--- config.mk ---
export PLATFORM = sky130hd
export DESIGN_NAME = vxfer_ctrl
export DESIGN_NICKNAME = d
export VERILOG_FILES = /design/src/rtl/vxfer_pkg.sv /design/src/rtl/vxfer_decode.sv /design/src/rtl/vxfer_array.sv /design/src/rtl/vxfer_sam.sv /design/src/rtl/vxfer_ctrl.sv
export SDC_FILE = /design/constraint.sdc
export NUM_CORES = 2
export LEC_CHECK = 0
export ABC_AREA = 0
export BUFFER_PORTS_ARGS = -buffer_cell sky130_fd_sc_hd__buf_4
export CAP_MARGIN = 40
export CORE_ASPECT_RATIO = 0.75
export CORE_MARGIN = 2
export CORE_UTILIZATION = 57
export CTS_CLUSTER_DIAMETER = 80
export DETAILED_ROUTE_END_ITERATION = 10
export PLACE_DENSITY = 0.76
export SLEW_MARGIN = 20
export SYNTH_ARGS = -nofsm -noshare
export SYNTH_HDL_FRONTEND = slang
export SYNTH_HIERARCHICAL = 1
export SYNTH_SLANG_ARGS = --single-unit
--- constraint.sdc ---
create_clock -name clk_i -period 2.3 [get_ports clk_i]
set_input_delay 0.23 -clock clk_i [delete_from_list [all_inputs] [get_ports clk_i]]
set_output_delay 0.23 -clock clk_i [all_outputs]
set_load 0.02 [all_outputs]
--- src/rtl/vxfer_pkg.sv ---
package vxfer_pkg;
  typedef enum logic [2:0] {
    XF_NONE   = 3'd0,
    XF_READ   = 3'd1,
    XF_WRITE  = 3'd2,
    XF_ALT    = 3'd3,
    XF_PSEUDO = 3'd4
  } xfer_e;

  function automatic logic is_wr(xfer_e op);
    return (op == XF_WRITE) || (op == XF_ALT) || (op == XF_PSEUDO);
  endfunction
endpackage

--- src/rtl/vxfer_decode.sv ---
module vxfer_decode
  import vxfer_pkg::*;
(
  input  logic  trg_n_i,
  input  logic  we_n_i,
  input  logic  se_n_i,
  input  logic  dsf_i,
  output xfer_e op_o
);
  always_comb begin
    if (trg_n_i)     op_o = XF_NONE;
    else if (we_n_i) op_o = XF_READ;
    else if (dsf_i)  op_o = XF_ALT;     // SE is don't-care here
    else if (se_n_i) op_o = XF_PSEUDO;
    else             op_o = XF_WRITE;
  end
endmodule

--- src/rtl/vxfer_array.sv ---
module vxfer_array #(
  parameter int ROWS  = 16,
  parameter int ROW_W = 64,
  localparam int RAW  = (ROWS > 1) ? $clog2(ROWS) : 1
) (
  input  logic             clk_i,
  input  logic             rst_ni,
  input  logic             wr_en_i,
  input  logic [RAW-1:0]   row_i,
  input  logic [ROW_W-1:0] wdata_i,
  output logic [ROW_W-1:0] rdata_o
);
  logic [ROWS-1:0][ROW_W-1:0] mem_q;

  for (genvar g = 0; g < ROWS; g++) begin : g_row
    always_ff @(posedge clk_i or negedge rst_ni) begin
      if (!rst_ni)                                  mem_q[g] <= '0;
      else if (wr_en_i && (row_i == RAW'(g)))       mem_q[g] <= wdata_i;
    end
  end

  assign rdata_o = (int'(row_i) < ROWS) ? mem_q[row_i] : '0;

  a_r4_only_write_changes: assert property (@(posedge clk_i) disable iff (!rst_ni)
    !wr_en_i |=> $stable(mem_q));
endmodule

--- src/rtl/vxfer_sam.sv ---
module vxfer_sam #(
  parameter int TAPS = 16,
  parameter int DW   = 4,
  localparam int TAW = (TAPS > 1) ? $clog2(TAPS) : 1,
  localparam int ROW_W = TAPS * DW
) (
  input  logic             clk_i,
  input  logic             rst_ni,
  input  logic             load_en_i,
  input  logic [ROW_W-1:0] load_data_i,
  input  logic             tap_load_i,
  input  logic [TAW-1:0]   tap_addr_i,
  input  logic             shift_i,
  input  logic             mode_in_i,
  input  logic [DW-1:0]    sdq_i,
  output logic [ROW_W-1:0] row_o,
  output logic [TAW-1:0]   tap_o,
  output logic [DW-1:0]    sdq_o
);
  logic [TAPS-1:0][DW-1:0] sam_q;
  logic [TAW-1:0]          tap_q;

  for (genvar g = 0; g < TAPS; g++) begin : g_cell
    always_ff @(posedge clk_i or negedge rst_ni) begin
      if (!rst_ni)        sam_q[g] <= '0;
      else if (load_en_i) sam_q[g] <= load_data_i[g*DW +: DW];
      else if (shift_i && mode_in_i && (tap_q == TAW'(g)))
                          sam_q[g] <= sdq_i;
    end
  end

  always_ff @(posedge clk_i or negedge rst_ni) begin
    if (!rst_ni)
      tap_q <= '0;
    else if (tap_load_i)
      tap_q <= (int'(tap_addr_i) < TAPS) ? tap_addr_i : '0;
    else if (shift_i)
      tap_q <= (int'(tap_q) == TAPS - 1) ? '0 : tap_q + 1'b1;
  end

  assign row_o = sam_q;
  assign tap_o = tap_q;
  assign sdq_o = sam_q[tap_q];

  always_comb a_r9_tap_range: assert (!rst_ni || int'(tap_q) < TAPS);

  a_r10_tap_hold: assert property (@(posedge clk_i) disable iff (!rst_ni)
    (!shift_i && !tap_load_i) |=> $stable(tap_q));
  a_r9_tap_step: assert property (@(posedge clk_i) disable iff (!rst_ni)
    (shift_i && !tap_load_i) |=> tap_q != $past(tap_q));
endmodule

--- src/rtl/vxfer_ctrl.sv ---
module vxfer_ctrl
  import vxfer_pkg::*;
#(
  parameter int ROWS = 16,
  parameter int TAPS = 16,
  parameter int DW   = 4,
  parameter int ADDR_W = ($clog2(ROWS) > $clog2(TAPS)) ? $clog2(ROWS) : $clog2(TAPS),
  localparam int RAW = (ROWS > 1) ? $clog2(ROWS) : 1,
  localparam int TAW = (TAPS > 1) ? $clog2(TAPS) : 1,
  localparam int ROW_W = TAPS * DW
) (
  input  logic              clk_i,
  input  logic              rst_ni,
  input  logic              ras_n_i,
  input  logic              cas_n_i,
  input  logic              trg_n_i,
  input  logic              we_n_i,
  input  logic              se_n_i,
  input  logic              dsf_i,
  input  logic [ADDR_W-1:0] addr_i,
  input  logic              sc_i,
  input  logic [DW-1:0]     sdq_i,
  output logic [DW-1:0]     sdq_o,
  output logic              serial_in_o,
  output logic [TAW-1:0]    tap_o
);
  logic  ras_q, cas_q, sc_q, mode_q;
  xfer_e op_d, op_q;
  logic  ras_fall, ras_rise, cas_fall, sc_rise;
  logic  blk, arr_wr, sam_ld, tap_ld, shift;
  logic [ROW_W-1:0] sam_row, arr_row;

  vxfer_decode u_dec (
    .trg_n_i(trg_n_i), .we_n_i(we_n_i), .se_n_i(se_n_i), .dsf_i(dsf_i), .op_o(op_d)
  );

  always_ff @(posedge clk_i or negedge rst_ni) begin
    if (!rst_ni) begin
      ras_q <= 1'b1;
      cas_q <= 1'b1;
      sc_q  <= 1'b0;
    end else begin
      ras_q <= ras_n_i;
      cas_q <= cas_n_i;
      sc_q  <= sc_i;
    end
  end

  assign ras_fall = ras_q && !ras_n_i;
  assign ras_rise = !ras_q && ras_n_i;
  assign cas_fall = cas_q && !cas_n_i && !ras_q && !ras_n_i;
  assign sc_rise  = sc_i && !sc_q;

  always_ff @(posedge clk_i or negedge rst_ni) begin
    if (!rst_ni)       op_q <= XF_NONE;
    else if (ras_fall) op_q <= op_d;
    else if (ras_rise) op_q <= XF_NONE;
  end

  always_ff @(posedge clk_i or negedge rst_ni) begin
    if (!rst_ni)                          mode_q <= 1'b0;
    else if (ras_fall && is_wr(op_d))     mode_q <= 1'b1;
    else if (ras_fall && op_d == XF_READ) mode_q <= 1'b0;
  end

  // serial clock frozen while a write transfer holds the row strobe low
  assign blk    = ras_fall ? is_wr(op_d) : (is_wr(op_q) && !ras_n_i);
  assign arr_wr = ras_fall && (op_d == XF_WRITE || op_d == XF_ALT);
  assign sam_ld = ras_fall && (op_d == XF_READ);
  assign tap_ld = cas_fall && (op_q != XF_NONE);
  assign shift  = sc_rise && !blk;

  vxfer_array #(.ROWS(ROWS), .ROW_W(ROW_W)) u_arr (
    .clk_i(clk_i), .rst_ni(rst_ni), .wr_en_i(arr_wr),
    .row_i(addr_i[RAW-1:0]), .wdata_i(sam_row), .rdata_o(arr_row)
  );

  vxfer_sam #(.TAPS(TAPS), .DW(DW)) u_sam (
    .clk_i(clk_i), .rst_ni(rst_ni), .load_en_i(sam_ld), .load_data_i(arr_row),
    .tap_load_i(tap_ld), .tap_addr_i(addr_i[TAW-1:0]), .shift_i(shift),
    .mode_in_i(mode_q), .sdq_i(sdq_i), .row_o(sam_row), .tap_o(tap_o), .sdq_o(sdq_o)
  );

  assign serial_in_o = mode_q;

  a_r5_write_sets_input: assert property (@(posedge clk_i) disable iff (!rst_ni)
    (ras_fall && !trg_n_i && !we_n_i) |=> serial_in_o);
  a_r6_read_sets_output: assert property (@(posedge clk_i) disable iff (!rst_ni)
    (ras_fall && !trg_n_i && we_n_i) |=> !serial_in_o);
  a_r7_idle_keeps_mode: assert property (@(posedge clk_i) disable iff (!rst_ni)
    (ras_fall && trg_n_i) |=> $stable(serial_in_o));
  a_r8_tap_load: assert property (@(posedge clk_i) disable iff (!rst_ni)
    (tap_ld && int'(addr_i[TAW-1:0]) < TAPS) |=> tap_o == $past(addr_i[TAW-1:0]));
  a_r10_blocked_sc: assert property (@(posedge clk_i) disable iff (!rst_ni)
    (sc_rise && blk && !tap_ld) |=> ($stable(tap_o) && $stable(sam_row)));
endmodule

======== Yosys cells after proc, flatten, opt, wreduce, memory -nomap -nowiden ========
Index checks and enable logic that the tools add are counted.
storage, ports and cells
  flip-flop bits (word level) ............. 1,099
  latch bits .............................. 0
  bits in writable memories ............... 0
  memory bits (read-only) ................. 0
  output and inout bits ................... 9
  word-level logic and storage cells ...... 203
  memories ................................ 0
cells by class
  add/subtract/negate cells ............... 1
  multiply operators ...................... 0
  div/mod/pow operators ................... 0
  magnitude comparators ................... 2
  equality and inequality tests ........... 38
  shifts and indexed selects .............. 0
  mux-type cells .......................... 48
  bitwise logic cells ..................... 0
  reductions and logical operators ........ 76
operators by type and width
  kind                   number
  $bmux W64 S4           1
  $mux W4                36
  $eq A4 B4 Y1 const B   16
  $mux W64               1
  $logic_and A1 B1 Y1    45
  $reduce_bool A2 Y1     19
  $eq A4 B3 Y1 const B   8
  $mux W3                6
  $bmux W4 S4            1
  $eq A4 B2 Y1 const B   4
  $eq A3 B2 Y1 const B   4
  $eq A4 B1 Y1 const B   3
  $lt A4 B5 Y1 const B   2
  $logic_not A4 Y1       2
  $eq A3 B3 Y1 const B   2
  $logic_not A1 Y1       5
  $add A4 B1 Y4 const B  1
  $logic_or A1 B1 Y1     4
  $eq A3 B1 Y1 const B   1
  $mux W1                3
  $reduce_bool A3 Y1     1

======== Longest topological paths before layout ========
  depth in word-level cells ............... 14
  depth in mapped cells ................... 11
  mapped depth without buffers ............ 8

======== By module ========
Netlist, hierarchy kept.
by module, submodules not included
  module        instances  cells an instance  area each (um^2)  seq. area each (um^2)
  vxfer_array   1          2,777              45,469.9          25,624.6
  vxfer_sam     1          453                4,035.1           1,701.6
  vxfer_ctrl    1          30                 330.3             177.7
  vxfer_decode  1          5                  33.8              0.0

======== Worst setup path before layout ========
OpenSTA, ideal clock, no wires.
  path type ............................... input to register
  start point ............................. input port se_n_i
  end point ............................... register u_sam.sam_q (netlist bit u_sam/row_o[32])
  setup time .............................. 0.141 ns
  data arrival time ....................... 2.207 ns
  slack ................................... -0.048 ns
  stages .................................. 10
  buffers on the path ..................... 2
  path through ............................ nor2b_2 > nor3_1 > nor2_1 > mux2_2 > a221oi_1 > buf_4 > nand3b_1 > clkbuf_1 > o21ai_0 > a31oi_1
on the way
  longest elaborated chain between the ends .. 13
  elaborated cells between the ends (all ways) .. 18
  those cells by class .................... eq/ne: 4; mux: 6; reduce/logical: 8
ends and longest elaborated chain
  item                                 line                RTL
  from (decl)                          vxfer_ctrl.sv:18    input logic se_n_i,
  $mux W3 *                            vxfer_decode.sv:14  else if (se_n_i) op_o = XF_PSEUDO;
  $mux W3 *                            vxfer_decode.sv:13  else if (dsf_i) op_o = XF_ALT;
  $mux W3 *                            vxfer_decode.sv:12  else if (we_n_i) op_o = XF_READ;
  $mux W3 *                            vxfer_decode.sv:11  if (trg_n_i) op_o = XF_NONE;
  named net op_d[1]                    vxfer_ctrl.sv:28    xfer_e op_d, op_q;
  $eq A3 B2 Y1                         vxfer_pkg.sv:11     return (op == XF_WRITE) || (op == XF_ALT) || (op == XF_PSEUDO);
  $logic_or A1 B1 Y1                   vxfer_pkg.sv:11
  $logic_or A1 B1 Y1 *                 vxfer_pkg.sv:11
  $mux W1 *                            vxfer_ctrl.sv:67    assign blk = ras_fall ? is_wr(op_d) : (is_wr(op_q) && !ras_n_i);
  $logic_not A1 Y1 *                   vxfer_ctrl.sv:71    assign shift = sc_rise && !blk;
  $logic_and A1 B1 Y1 *                vxfer_ctrl.sv:71
  named net shift                      vxfer_ctrl.sv:30    logic blk, arr_wr, sam_ld, tap_ld, shift;
  $logic_and A1 B1 Y1 * (2 in series)  vxfer_sam.sv:27     else if (shift_i && mode_in_i && (tap_q == TAW'(g)))
  $reduce_bool A2 Y1 (no line) *       -
  to (signal, indexed assignment)      vxfer_sam.sv:26     else if (load_en_i) sam_q[g] <= load_data_i[g*DW +: DW];
  to (signal, indexed assignment)      vxfer_sam.sv:28     sam_q[g] <= sdq_i;
  to (decl)                            vxfer_sam.sv:20     logic [TAPS-1:0][DW-1:0] sam_q;
The timed path passes the listed nets; every way through them passes the cells marked *.
A chain may end at the register's enable or synchronous reset.

======== Worst setup path after layout ========
  start point ............................. register u_sam.tap_q[0] (netlist: u_sam/tap_o[0])
  end point ............................... output port sdq_o[1]
on the way
  longest elaborated chain between the ends .. 2
ends and longest elaborated chain
  item                           line              RTL
  from (decl)                    vxfer_sam.sv:21   logic [TAW-1:0] tap_q;
  from (signal assigned)         vxfer_sam.sv:36   tap_q <= (int'(tap_addr_i) < TAPS) ? tap_addr_i : '0;
  from (signal assigned)         vxfer_sam.sv:38   tap_q <= (int'(tap_q) == TAPS - 1) ? '0 : tap_q + 1'b1;
  $bmux W4 S4                    vxfer_sam.sv:43   assign sdq_o = sam_q[tap_q];
  $mux W4 (implied by the code)  vxfer_sam.sv:43
  to (decl)                      vxfer_ctrl.sv:23  output logic [DW-1:0] sdq_o,
No other way between the ends. The select of a mux whose other input is x is not followed.

==> results_dict.tcl <==
set metrics [dict create \
    status "finished, violations left" \
    violations "setup timing" \
    utilization_pct 70.66 \
    ys_seq_elements 1099 \
    remaining_drc_errors 0 \
    grt_overflow_total 0 \
    max_freq_mhz 382.3 \
    crit_fanout 8 \
    worst_slack_ns -0.3157 \
    crit_start "u_sam/tap_o[0]$_DFFE_PN0P_" \
    crit_type "flop to output pin" \
    clk_latency_ns 0.70 \
    synth.avg_cell_area_um2 15.27 \
    viasPerCell 6.915 \
    dp_hpwl_um 83380 \
    max-vdd-ir-drop_mv 0.6128 \
    wirelength_um 155400 \
    clkSlewWorstSetupHoldPaths_ns 0.06 \
    grt_max_degree 97 \
    first_pass_iters 8 \
    synth_edf_count 0 \
    cts_root_buf "clkbuf_16" \
    power.leakage_nw 28.64 \
    io-pin-count 26 \
    syn_area_mm2 0.04987 \
    syn-num-nets 3287 \
    grt_pass1_wl_um 209300 \
    tightestPinTransition_ns 0.8669 \
    async_flop_share_pct 100.0 \
    fin_nets 3510 \
    cp_slowest_cell "mux4_1" \
    period_share_pct 113.7 \
    layout-drive-gt1-share_pct 56.11 \
    maxCapViolCount 0 \
    die_w_um 345.5 \
    min_from "ras_n_i" \
    cts_tree "done" \
    syn_to_final_growth_pct 22.17 \
    h-tree-depth 3 \
    cts_buffer_depth 3 \
    worstHoldPathType "primary input to flop" \
    synth-seq-area-share_pct 55.15 \
    yosysWarningCount 6 \
    synth_most_common_cell "dfrtp_1" \
    die_h_um 260.2 \
    grt_pass1_vias 33470 \
    setup_viol 866 \
    antenna_found_initial 4 \
    synthTopCellsByArea "dfrtp_1, mux2_2, mux4_2" \
    hold_viol_final 0 \
    gp_congestion 0.9004 \
    start_util_pct 57.84 \
    port_buffers 25 \
    hold_ws_ns 0.05043 \
    cts_buffers 104 \
    required_ns 2.07 \
    power_per_cell_area_mw_per_mm2 834.9 \
    core_area_mm2 0.08622 \
    synth_cells 3265 \
    ant_nets 0 \
    arrival_ns 2.39 \
    p_total_mw 50.86 \
    vias 32610 \
    slew_headroom_pct 42.21 \
    synth_commonest_cells "dfrtp_1, mux2_2, mux4_2" \
    rsz0062_at_grt "true" \
    die_area_mm2 0.08990 \
    final_cells 4716 \
    synth.distinct_cells 46 \
    start_kind "flop" \
    synth_top_area_cell "dfrtp_1" \
    period_needed_ns 2.616 \
    tns_ns -71.70 \
    synth_top_area_share_pct 55.05 \
    wl_per_cell_um 32.95 \
    groute.usage.overall_pct 30.79 \
    place_inst 4411 \
    fin_skew_ns 0.03291 \
    r2r-start "ras_q$_DFF_PN1_" \
    clock-sinks 1099 \
    end_kind "output pin" \
    rows 93 \
    cp_cell_sequence "clkbuf_16 > mux4_1 > a22oi_2 > nand2_2 > buf_6" \
    crit_path_max_incr_delay_ns 0.57 \
    ys.flop_type "dfrtp_1" \
    drv_slew 0 \
    drt_iter0_drc 3956 \
]
[kinds of logic (layout without fill, tap and decap cells)]
family | Yosys count | count (layout) | share of synthesized area, %
mux | 1298 | 1298 | 35.57
flops | 1099 | 1099 | 55.15
buf+inv | 308 | 617 | 2.880
compound gates | 278 | 278 | 3.678
simple gates | 276 | 277 | 2.577
fa+ha+maj | 5 | 5 | 0.1254
xor+xnor | 1 | 1 | 0.01757
other cells | 0 | 1 | 0
[timing repair]
| action | 4_1_cts | 5_1_grt |
|---|---|---|
| gates resized for setup | 134 | 358 |
| endpoints found under the setup margin | 228 | 492 |
| hold buffers | 12 | 0 |
| gates cloned | 11 | 53 |
| endpoints found under the hold margin | 454 | 0 |
| buffers inserted | 19 | 20 |
| pin swaps | 73 | 56 |
[area by class of cell]
class | count | area, µm²
clock buffer | 146 | 3017
tap | 1140 | 1426
multi-input combinational | 1859 | 22360
sequential | 1099 | 27510
timing repair buffer | 420 | 6027
clock inverter | 47 | 566.8
inverter | 4 | 17.52
antenna | 1 | 2.502
fill | 5063 | 25300
[through the flow]
stage | setup WS [ns] | area, µm²
floorplan | 0.07651 | 49890
global placement | -0.2522 | 53670
detailed placement | -0.3148 | 53670
CTS | -0.3357 | 58180
global route | -0.3586 | 60920
finish | -0.3157 | 60920
[where the power goes]
group,leakage [nW],internal (mW),switching (mW)
registers,15.0,21.2,1.56
logic,11.9,4.25,5.71
clock network,1.77,10.5,7.64
total,28.6,36.0,14.9
[routing by layer]
metal | up-vias | track usage, % | routed length [µm]
li1 | 12680 | - | -
met1 | 17350 | 44.35 | 60200
met2 | 2028 | 46.95 | 68670
met3 | 547 | 7.911 | 18720
met4 | 6 | 8.638 | 7730
met5 | - | 0 | 80
[registers in the layout, indices dropped and copies added, names as in the netlist]
| register | count |
|---|---|
| ras_q | 1 |
| u_arr/mem_q | 1024 |
| cas_q | 1 |
| sc_q | 1 |
| op_q | 3 |
| u_sam/row_o | 64 |
| serial_in_o | 1 |
| u_sam/tap_o | 4 |
[cells in the final DEF (no fill, tap or decap), drive strengths merged, types with 3 or more instances in the layout]
cell         count
a22oi          136
a31oi           64
and2             4
and3             4
buf            363
bufinv          12
clkbuf         191
clkinv          28
clkinvlp         4
dfrtp         1097
dlygate4sd3     12
ha               5
inv              7
mux2          1025
mux4           272
nand2           85
nand2b           7
nand3           69
nand3b           6
nor2            79
nor2b            7
o21ai           70
or3              3
[worst max-delay path, delay by kind of cell, from the launching register on]
kind,cells,cell delay (ns)
muxes,1,0.57
DFF,1,0.44
and+or+nand+nor,1,0.16
AOI/OAI and AO/OA,1,0.16
buffers and inverters,2,0.37
[path summary, 6_finish.rpt]
path,to,cells after the start,slack [ns]
setup / recovery,sdq_o[1],5,-0.32
hold reg to reg,u_arr/mem_q[952]$_DFFE_PN0P_,1,0.50
setup reg to reg,u_sam/row_o[2]$_DFFE_PN0P_,10,-0.20
max in group asynchronous,u_sam/tap_o[0]$_DFFE_PN0P_,4,1.21
hold / removal,op_q[0]$_DFFE_PN0P_,4,0.05
min in group asynchronous,u_arr/mem_q[691]$_DFFE_PN0P_,2,0.06
Note: power is estimated with default switching activity, not from simulation.
